`src/rtl/ppbuf_pkg.sv`:
```
// Shared definitions for the two-buffer character stager.
// Assumes a position digit of four bits whose value 10 stands for "empty".
package ppbuf_pkg;
    localparam int POS_W = 4;
    typedef logic [POS_W-1:0] pos_t;
    localparam pos_t POS_EMPTY = pos_t'(10);
endpackage

```
`src/rtl/ppbuf_bank.sv`:
```
// One character buffer: SLOTS character slots, a position digit and a full flag.
// Assumes the controller never asks to put into, or load, a full buffer, and never
// asks to take from, or unload, an empty one. SLOTS must be below 10.
module ppbuf_bank
    import ppbuf_pkg::*;
#(
    parameter int             CW      = 6,
    parameter int             SLOTS   = 5,
    parameter logic [CW-1:0]  GM_CODE = 6'o77
) (
    input  logic                clk,
    input  logic                rst_n,
    input  logic                clr,
    input  logic                put,
    input  logic [CW-1:0]       put_ch,
    input  logic                take,
    input  logic                pad,
    input  logic                load,
    input  logic [SLOTS*CW-1:0] load_word,
    input  logic                unload,
    output logic [SLOTS*CW-1:0] word,
    output logic [CW-1:0]       cur_ch,
    output logic                full,
    output logic                at_last
);
    localparam pos_t LAST_POS = pos_t'(SLOTS - 1);

    pos_t          pos_q;
    pos_t          cur;
    logic          full_q;
    logic          pad_ok;
    logic [CW-1:0] slot_q [SLOTS];

    // Effective slot index: the empty code means slot 0.
    assign cur     = (pos_q == POS_EMPTY) ? '0 : pos_q;
    assign at_last = (cur == LAST_POS);
    assign full    = full_q;
    assign pad_ok  = pad && (pos_q != POS_EMPTY) && !full_q;

    // Present the slots as one memory word, slot 0 in the low bits.
    for (genvar g = 0; g < SLOTS; g++) begin : g_pack
        assign word[g*CW +: CW] = slot_q[g];
    end

    // Pick the character at the current position.
    always_comb begin
        cur_ch = '0;
        for (int i = 0; i < SLOTS; i++) begin
            if (cur == pos_t'(i)) cur_ch = slot_q[i];
        end
    end

    // Track the position digit and the full flag.
    always_ff @(posedge clk) begin
        if (!rst_n || clr) begin
            pos_q  <= POS_EMPTY;
            full_q <= 1'b0;
        end else if (load) begin
            pos_q  <= POS_EMPTY;
            full_q <= 1'b1;
        end else if (unload) begin
            pos_q  <= POS_EMPTY;
            full_q <= 1'b0;
        end else if (put) begin
            pos_q <= cur + pos_t'(1);
            if (at_last) full_q <= 1'b1;
        end else if (take) begin
            pos_q <= cur + pos_t'(1);
            if (at_last) full_q <= 1'b0;
        end else if (pad_ok) begin
            pos_q  <= pos_t'(SLOTS);
            full_q <= 1'b1;
        end
    end

    // Update the character slots.
    always_ff @(posedge clk) begin
        if (!rst_n) begin
            for (int i = 0; i < SLOTS; i++) slot_q[i] <= '0;
        end else if (clr) begin
            for (int i = 0; i < SLOTS; i++) slot_q[i] <= slot_q[i];
        end else if (load) begin
            for (int i = 0; i < SLOTS; i++) slot_q[i] <= load_word[i*CW +: CW];
        end else if (put) begin
            for (int i = 0; i < SLOTS; i++) begin
                if (cur == pos_t'(i)) slot_q[i] <= put_ch;
            end
        end else if (pad_ok) begin
            for (int i = 0; i < SLOTS; i++) begin
                if (pos_t'(i) >= cur) slot_q[i] <= GM_CODE;
            end
        end
    end
endmodule

```
`src/rtl/ppbuf_steer.sv`:
```
// Device-side steering: chooses the buffer for each character operation,
// resynchronises the selector and forms the device responses.
// Assumes direction is stable between transfer starts. Purely combinational.
module ppbuf_steer (
    input  logic       dir_in,
    input  logic       sel_q,
    input  logic [1:0] full,
    input  logic [1:0] last,
    input  logic       din_valid,
    input  logic       dout_req,
    input  logic       rec_end,
    input  logic       load_stop,
    output logic [1:0] put,
    output logic [1:0] take,
    output logic [1:0] pad,
    output logic       sel_d,
    output logic       use_b,
    output logic       din_ready,
    output logic       din_terr,
    output logic       dout_valid,
    output logic       dout_terr,
    output logic       dout_eor
);
    logic room, avail, fill_b, drain_b, do_put, do_take, last_used;

    // Decide the target buffer, with the flip to the other one when needed.
    always_comb begin
        room      = !(full[0] && full[1]);
        avail     = full[0] || full[1];
        fill_b    = sel_q ? !full[1] : full[0];
        drain_b   = sel_q ? full[1] : !full[0];
        use_b     = dir_in ? fill_b : drain_b;
        do_put    = dir_in && din_valid && room;
        do_take   = !dir_in && dout_req && avail;
        last_used = use_b ? last[1] : last[0];
        sel_d     = (do_put || do_take) ? (use_b ^ last_used) : sel_q;
    end

    // Per-buffer strobes and device responses.
    always_comb begin
        put        = {do_put && use_b, do_put && !use_b};
        take       = {do_take && use_b, do_take && !use_b};
        pad        = {rec_end && dir_in && sel_q, rec_end && dir_in && !sel_q};
        din_ready  = dir_in && room;
        din_terr   = dir_in && din_valid && !room;
        dout_valid = do_take;
        dout_terr  = !dir_in && dout_req && !avail && !load_stop;
        dout_eor   = !dir_in && dout_req && !avail && load_stop;
    end
endmodule

```
`src/rtl/ppbuf_memport.sv`:
```
// Memory-side port: requests word transfers, always serving A before B,
// and keeps the address counter that moves by SLOTS per grant.
// Assumes mem_rdata is valid in the cycle mem_gnt is high.
module ppbuf_memport #(
    parameter int CW    = 6,
    parameter int SLOTS = 5,
    parameter int AW    = 16
) (
    input  logic                clk,
    input  logic                rst_n,
    input  logic                clr,
    input  logic [AW-1:0]       start_addr,
    input  logic                dir_in,
    input  logic                load_stop,
    input  logic [1:0]          full,
    input  logic [SLOTS*CW-1:0] word_a,
    input  logic [SLOTS*CW-1:0] word_b,
    input  logic                mem_gnt,
    output logic                mem_req,
    output logic                mem_we,
    output logic [AW-1:0]       mem_addr,
    output logic [SLOTS*CW-1:0] mem_wdata,
    output logic [1:0]          load,
    output logic [1:0]          unload
);
    logic          pick_b, go;
    logic [AW-1:0] addr_q;

    // Choose the buffer to move and whether to ask at all.
    always_comb begin
        pick_b    = dir_in ? !full[0] : full[0];
        mem_req   = dir_in ? (full[0] || full[1])
                           : (!load_stop && !(full[0] && full[1]));
        mem_we    = dir_in;
        go        = mem_req && mem_gnt && !clr;
        mem_wdata = pick_b ? word_b : word_a;
        unload    = {go && dir_in && pick_b, go && dir_in && !pick_b};
        load      = {go && !dir_in && pick_b, go && !dir_in && !pick_b};
    end

    assign mem_addr = addr_q;

    // Address counter: loaded at start, advanced per granted word.
    always_ff @(posedge clk) begin
        if (!rst_n)     addr_q <= '0;
        else if (clr)   addr_q <= start_addr;
        else if (go)    addr_q <= addr_q + AW'(SLOTS);
    end
endmodule

```
`src/rtl/ppbuf_pair.sv`:
```
// Two alternating character buffers between a character device and a word memory.
// Holds the selector and direction, converts codes at the device edge, and
// wires two banks, the steering logic and the memory port together.
// Assumes rec_end never coincides with din_valid.
module ppbuf_pair #(
    parameter int            CW         = 6,
    parameter int            SLOTS      = 5,
    parameter int            AW         = 16,
    parameter logic [CW-1:0] ZERO_SUB   = 6'o20,
    parameter logic [CW-1:0] BLANK_CODE = 6'o20,
    parameter logic [CW-1:0] ALT_BLANK  = 6'o60,
    parameter logic [CW-1:0] GM_CODE    = 6'o77
) (
    input  logic                clk,
    input  logic                rst_n,
    input  logic                xfer_start,
    input  logic                xfer_dir_in,
    input  logic [AW-1:0]       xfer_addr,
    input  logic                load_stop,
    input  logic                din_valid,
    input  logic [CW-1:0]       din_data,
    output logic                din_ready,
    output logic                din_terr,
    input  logic                rec_end,
    input  logic                dout_req,
    output logic                dout_valid,
    output logic [CW-1:0]       dout_data,
    output logic                dout_terr,
    output logic                dout_eor,
    output logic                mem_req,
    output logic                mem_we,
    output logic [AW-1:0]       mem_addr,
    output logic [SLOTS*CW-1:0] mem_wdata,
    input  logic [SLOTS*CW-1:0] mem_rdata,
    input  logic                mem_gnt
);
    logic                sel_q, sel_d, dir_q, use_b;
    logic [1:0]          full, last, put, take, pad, load, unload;
    logic [SLOTS*CW-1:0] word [2];
    logic [CW-1:0]       cur_ch [2];
    logic [CW-1:0]       put_ch, rd_ch;

    // Selector and latched direction.
    always_ff @(posedge clk) begin
        if (!rst_n) begin
            sel_q <= 1'b0;
            dir_q <= 1'b1;
        end else if (xfer_start) begin
            sel_q <= 1'b0;
            dir_q <= xfer_dir_in;
        end else begin
            sel_q <= sel_d;
        end
    end

    // Code substitution at the device edge.
    always_comb begin
        put_ch    = (din_data == '0) ? ZERO_SUB : din_data;
        rd_ch     = use_b ? cur_ch[1] : cur_ch[0];
        dout_data = (rd_ch == BLANK_CODE) ? ALT_BLANK : rd_ch;
    end

    for (genvar g = 0; g < 2; g++) begin : g_bank
        ppbuf_bank #(.CW(CW), .SLOTS(SLOTS), .GM_CODE(GM_CODE)) u_bank (
            .clk       (clk),
            .rst_n     (rst_n),
            .clr       (xfer_start),
            .put       (put[g]),
            .put_ch    (put_ch),
            .take      (take[g]),
            .pad       (pad[g]),
            .load      (load[g]),
            .load_word (mem_rdata),
            .unload    (unload[g]),
            .word      (word[g]),
            .cur_ch    (cur_ch[g]),
            .full      (full[g]),
            .at_last   (last[g])
        );
    end

    ppbuf_steer u_steer (
        .dir_in     (dir_q),
        .sel_q      (sel_q),
        .full       (full),
        .last       (last),
        .din_valid  (din_valid),
        .dout_req   (dout_req),
        .rec_end    (rec_end),
        .load_stop  (load_stop),
        .put        (put),
        .take       (take),
        .pad        (pad),
        .sel_d      (sel_d),
        .use_b      (use_b),
        .din_ready  (din_ready),
        .din_terr   (din_terr),
        .dout_valid (dout_valid),
        .dout_terr  (dout_terr),
        .dout_eor   (dout_eor)
    );

    ppbuf_memport #(.CW(CW), .SLOTS(SLOTS), .AW(AW)) u_mem (
        .clk        (clk),
        .rst_n      (rst_n),
        .clr        (xfer_start),
        .start_addr (xfer_addr),
        .dir_in     (dir_q),
        .load_stop  (load_stop),
        .full       (full),
        .word_a     (word[0]),
        .word_b     (word[1]),
        .mem_gnt    (mem_gnt),
        .mem_req    (mem_req),
        .mem_we     (mem_we),
        .mem_addr   (mem_addr),
        .mem_wdata  (mem_wdata),
        .load       (load),
        .unload     (unload)
    );
endmodule

```
`config.mk`:
```
export PLATFORM = sky130hd
export DESIGN_NAME = ppbuf_pair
export DESIGN_NICKNAME = d
export VERILOG_FILES = /design/src/rtl/ppbuf_pkg.sv /design/src/rtl/ppbuf_bank.sv /design/src/rtl/ppbuf_steer.sv /design/src/rtl/ppbuf_memport.sv /design/src/rtl/ppbuf_pair.sv
export SDC_FILE = /design/constraint.sdc
export NUM_CORES = 1
export LEC_CHECK = 0
export ABC_CLOCK_PERIOD_IN_PS = 6900
export BUFFER_PORTS_ARGS = -buffer_cell sky130_fd_sc_hd__buf_2
export CORE_UTILIZATION = 50
export DETAILED_ROUTE_END_ITERATION = 16
export PLACE_DENSITY = 0.72
export SYNTH_ARGS = -nofsm -noshare
export SYNTH_HDL_FRONTEND = slang
export SYNTH_SLANG_ARGS = --single-unit
```
`constraint.sdc`:
```
create_clock -name clk -period 6.9 [get_ports clk]
set_input_delay 1.38 -clock clk [delete_from_list [all_inputs] [get_ports clk]]
set_output_delay 1.38 -clock clk [all_outputs]
set_load 0.05 [all_outputs]
```
* Word-level counts from Yosys, hierarchy flattened
Memories as Yosys holds them, arrays and structs flattened. Cells that the tools add are included. W data, S select, Z words.
Operators by class: bitwise gates (word level) 42, shift-type cells 0, equal/unequal tests 17, add/sub/neg operators 3, $mul 0, divide/modulo/power cells 0, reductions and logical operators 57, order comparisons 10, muxes and demuxes 226
Operator list (number):
- $mux W6 | 53
- $mux W1 | 162
- $or A1 B1 Y1 | 40
- $mux W16 | 2
- $mux W4 | 8
- $logic_and A1 B1 Y1 | 30
- $mux W30 | 1
- $ne A4 B4 Y1 const B | 6
- $add A16 B3 Y16 const B | 1
- $eq A4 B2 Y1 const B | 4
- $ge A1 B4 Y1 const A | 4
- $ge A2 B4 Y1 const A | 4
- $logic_not A1 Y1 | 11
- $reduce_bool A5 Y1 | 2
- $add A4 B1 Y4 const B | 2
- $eq A4 B1 Y1 const B | 2
- $eq A4 B3 Y1 const B | 2
- $eq A4 B4 Y1 const B | 2
- $ge A3 B4 Y1 const A | 2
- $logic_not A4 Y1 | 2
- $eq A6 B5 Y1 const B | 1
- $logic_not A6 Y1 | 1
- $reduce_and A3 Y1 | 2
- $reduce_bool A3 Y1 | 2
- other kinds (6) | 9
Storage, ports and cells: output and inout bits 59, memories kept 2, RAM bits 60, register bits after elaboration 28, input port bits 61, latch bits 0, ROM bits 0
Memory list:
- g_bank[0].u_bank.slot_q | depth 5, width 6, read ports 5, clocked after memory_dff 0, wr ports 5, RTL line ppbuf_bank.sv:32 | logic [CW-1:0] slot_q [SLOTS];
- g_bank[1].u_bank.slot_q | depth 5, width 6, read ports 5, clocked after memory_dff 0, wr ports 5, RTL line ppbuf_bank.sv:32

* Logic depth before layout (Yosys ltp)
word-level depth 15, depth in mapped cells 13

* By module
Synthesis repeated with hierarchy kept, for this count alone.
Second synthesis, totals: cells, all modules 561, area total of the unflattened synthesis 5786.8 um2
By module, submodules not included:
- ppbuf_bank | cells each 179, instances 2, area an instance 2037.0 um2
- ppbuf_memport | cells each 147, instances 1, area an instance 1311.3 um2
- ppbuf_pair | cells each 25, instances 1, area an instance 225.2 um2
- ppbuf_steer | cells each 31, instances 1, area an instance 176.4 um2

* Worst setup path after synthesis
Ideal clock, no wire load.
path kind register to output, start point reg g_bank[0].u_bank.pos_q[0], end point out dout_data[5], required time 5.520 ns, setup slack 2.005 ns, cell stages (with the launch flop) 14, arrival 3.515 ns, path through dfxtp_1 nor3b_1 nand2_1 nand2_1 inv_1 ha_1 clkbuf_1 nor2b_1 o21ai_1 o311ai_1 o211ai_1 a31oi_1 or2_1 o41ai_2
On the way: cells in the longest elaborated chain, start to end 11
Ends and longest elaborated chain:
- start, declared | RTL line ppbuf_bank.sv:28 | pos_t pos_q;
- start signal, assigned | RTL line ppbuf_bank.sv:65 | pos_q <= cur + pos_t'(1);
- start signal, assigned | RTL line ppbuf_bank.sv:68 | pos_q <= cur + pos_t'(1);
- start signal, assigned | RTL line ppbuf_bank.sv:71 | pos_q <= pos_t'(SLOTS);
- $eq A4 B4 Y1 | RTL line ppbuf_bank.sv:35 | assign cur = (pos_q == POS_EMPTY) ? '0 : pos_q;
- $mux W4 (*) | RTL line ppbuf_bank.sv:35
- $logic_not A4 Y1 | RTL line ppbuf_bank.sv:49 | if (cur == pos_t'(i)) cur_ch = slot_q[i];
- $mux W6 (4 in series) | RTL line ppbuf_bank.sv:49
- $mux W6 (*) | RTL line ppbuf_bank.sv:49
- $mux W6 (*) | RTL line ppbuf_pair.sv:59 | rd_ch = use_b ? cur_ch[1] : cur_ch[0];
- $eq A6 B5 Y1 | RTL line ppbuf_pair.sv:60 | dout_data = (rd_ch == BLANK_CODE) ? ALT_BLANK : rd_ch;
- $mux W6 (*) | RTL line ppbuf_pair.sv:60
- end, declared | RTL line ppbuf_pair.sv:27 | output logic [CW-1:0] dout_data,
Every way passes the cells marked *; elsewhere a longest branch is shown, timed or not.

* Final worst setup path
start point reg g_bank[0].u_bank.pos_q[2], end point out dout_data[5]
The elaborated chain is that of the path after synthesis.

==> results.py <==
metrics = {
    "timing": {
        "hold_violations": 0,
        "finalMaxSlewViolations": 0,
        "worst_pin_slew_ns": 1.22,
        "min_period_ns": 5.26,
        "fin_skew_ns": 0.00681,
        "finalCritPeriodShare_pct": 76.3,
        "timing.fmax_mhz": 190,
        "setup_tns_ns": 0,
        "slew-limit-headroom_pct": 18.7,
        "setup_violations": 0,
        "rsz0062_at_grt": "false",
    },
    "synthesis": {
        "syn-num-nets": 656,
        "synth_xor_area_share_pct": 2.82,
        "synth-edff-count": 60,
        "ys_types": 73,
        "synth_ff_type": "edfxtp_1",
        "async_flop_share_pct": 0,
        "ys_seq_elements": 88,
        "muxShareOfSynthArea_pct": 6.68,
        "synth_area_um2": 5600,
        "ys_warn_count": 0,
        "synth_top_family_by_area": "compound AO/OA/AOI/OAI gates",
        "synth_compound_area_share_pct": 25.7,
        "synth-seq-area-share_pct": 42.2,
        "synth_top_area_share_pct": 32.2,
        "yosysTopAreaCell": "edfxtp_1",
        "syn_area_per_cell_um2": 9.45,
        "postSynthCellCount": 592,
        "netlist_top_cells_area": "edfxtp_1 32%, dfxtp_1 10%, a21o_1 8.5%",
        "synth-simple-area-share_pct": 17.3,
        "synthAdderAreaFrac_pct": 0.850,
    },
    "cells_and_area": {
        "n_fill_cell": 932,
        "final_cells": 835,
        "layout_commonest_cell": "buf_2",
        "final_core_util_pct": 59.1,
        "regArea_um2": 2360,
        "layout.nets": 754,
        "syn_to_final_growth_pct": 15.0,
        "multi_input_area_um2": 3020,
        "layout_common_cells": "119 x buf_2, 63 x a21o_1, 60 x edfxtp_1, 55 x nand2_1, 44 x nor2_1",
        "diodes": 0,
        "layout-drive-gt1-share_pct": 26.2,
    },
    "routing": {
        "vias": 5118,
        "drcViolationCount": 0,
        "detail_route.wl_per_cell_um": 20.3,
        "dr.pass1.iters": 7,
        "routed_wl_um": 16900,
        "drtAntennaViolNets": 0,
        "drt_iter0_drc": 520,
        "vias_per_cell": 6.13,
    },
    "worst_setup_path": {
        "cp-start-kind": "flop",
        "worst-path-max-fanout": 20,
        "worstSetupPathType": "flop to primary output",
        "r2r_setup_slack_ns": 3.48,
        "required_ns": 5.52,
        "cp.arrival_ns": 3.88,
        "cpMostUsedCell": "nand2_1",
        "slowest_delay_ns": 0.54,
        "crit_chain": "nor3b_1 -> nand2_1 -> nand2_1 -> inv_1 -> ha_1 -> nor2b_1 -> o21ai_1 -> o311ai_1 -> o211ai_1 -> a31oi_1 -> or2_1 -> o41ai_2 -> buf_2",
        "endpoint_kind": "primary output",
        "crit_path_top_delay_cell": "dfxtp_1",
    },
    "clock_network": {
        "cts_sinks": 88,
        "cts-htree-levels": 3,
        "cts_buffers": 9,
        "clk_path_buf_depth": 2,
        "cts-root-buf": "clkbuf_8",
        "post_cts.repair.setup_buffers": 0,
        "clk-insertion-delay-late_ns": 0.37,
        "cts_hold_buf": 0,
        "cts.repair.resized": 0,
        "path_clk_slew_ns": 0.08,
        "cts_tree": "done",
    },
    "floorplanning": {
        "core_area_um2": 10900,
        "dieArea_um2": 11600,
        "start_util_pct": 51.4,
        "fp.dieW_um": 108,
        "die_h_um": 108,
        "rows": 38,
        "io_pins": 120,
    },
    "pwr": {
        "switching_share_pct": 37.8,
        "p_comb_share_pct": 32.1,
        "power_density_nw_per_um2": 228,
        "intPower_uw": 913,
        "ir_drop_uv": 158,
        "p_leak_nw": 3.21,
        "clkPwrFrac_pct": 23.8,
        "p_seq_share_pct": 44.1,
        "netSwitchingPower_uw": 555,
    },
    "global_routing": {
        "antenna_found_initial": 0,
        "grt_start_max_net_pins": 36,
        "grt_use_met3_pct": 6.30,
        "grt_use_met1_pct": 40.4,
        "grtUsageMet2_pct": 46.2,
        "grt-ovfl-total": 0,
        "grt.busiest_layer": "met2",
        "grt_pass1_wl_um": 25900,
        "track_usage_pct": 30.1,
        "grt_pass1_vias": 4792,
    },
    "place": {
        "post-dp-hpwl_um": 12500,
        "place_inst": 819,
        "place_congestion": 0.986,
        "io_buffer_count": 119,
    },
    "status": {
        "outcome": "complete, no violations",
    },
    "flow_run": {
        "drv.max_cap_violation_count": 0,
    },
    "min_path": {
        "hold_class": "flop to flop",
    },
}
[per-stage QoR]
| stage | instance area (um^2) | setup slack, ns | hold slack (ns) | total power, mW |
|---|---|---|---|---|
| 2_1_floorplan | 5600 | 2.01 | 0.591 | 0.992 |
| 3_3_place_gp | 6260 | 2.35 | 0.544 | 1.12 |
| 3_5_place_dp | 6260 | 2.17 | 0.550 | 1.12 |
| 4_1_cts | 6430 | 1.75 | 0.567 | 1.46 |
| 5_1_grt | 6430 | 1.38 | 0.594 | 1.52 |
| 6_report | 6430 | 1.64 | 0.561 | 1.47 |
[power groups by stage]
stage / logic (mW) / clock network [mW] / registers, mW
3_5_place_dp: 0.465 / 0 / 0.659
3_3_place_gp: 0.461 / 0 / 0.657
6_report: 0.472 / 0.349 / 0.648
5_1_grt: 0.497 / 0.373 / 0.652
4_1_cts: 0.467 / 0.352 / 0.646
2_1_floorplan: 0.334 / 0 / 0.659
[sequential cells by signal, summed over array words and instances (netlist names)]
signal and count:
dir_q 1, g_bank.u_bank.pos_q 8, g_bank.u_bank.slot_q 60, u_mem.mem_addr 16, sel_q 1, g_bank.u_bank.full 2
[synth_stat cells (all sizes together), types with 8 or more instances]
cell    instances
edfxtp         60
xnor2          11
nor2           46
a21oi          38
inv            19
nand3          15
a21o           63
nor3           15
and2            8
clkbuf         16
buf            20
mux2           27
a22oi          10
nand2          63
nor2b           9
dfxtp          28
o21ai          36
[cell type report]
cell class                      instances  share of cell area [%]
Clock inverter                          2                   0.525
Tap cell                              140                    2.72
Clock buffer                           14                    2.22
Sequential cell                        88                    36.7
Timing Repair Buffer                  123                    9.72
Multi-Input combinational cell        448                    46.9
Inverter                               20                    1.17
[path summary, 6_finish.rpt]
kind / cells after the start / from / end
worst min register to register: 2 / u_mem.mem_addr[15] / u_mem.mem_addr[15]
worst max-delay path: 13 / g_bank[0].u_bank.pos_q[2] / dout_data[5]
worst min-delay path: 2 / u_mem.mem_addr[15] / u_mem.mem_addr[15]
worst max register to register: 9 / g_bank[0].u_bank.pos_q[2] / g_bank[0].u_bank.slot_q[0][20]
[critical path, delay by kind of cell (launching register included)]
| family | cells | cell delay (ns) |
|---|---|---|
| flip-flops | 1 | 0.54 |
| buffers and inverters | 2 | 0.40 |
| AND/OR/NAND/NOR | 5 | 1.10 |
| AO/OA/AOI/OAI | 5 | 1.15 |
| adder cells (fa/ha/maj) | 1 | 0.32 |
[routing by layer]
layer,up-vias,part of all wire (%)
met5,-,0
met4,0,3.1
met3,39,8.0
met2,257,47
met1,2435,42
li1,2387,-
[cell families after synthesis]
family / Yosys count
multiplexers: 34
buffers and inverters: 56
AND/OR/NAND/NOR: 185
XOR/XNOR: 18
flip-flops: 88
adder cells (fa/ha/maj): 4
AO/OA/AOI/OAI: 207
No activity file was read; power rests on OpenSTA's default activity.
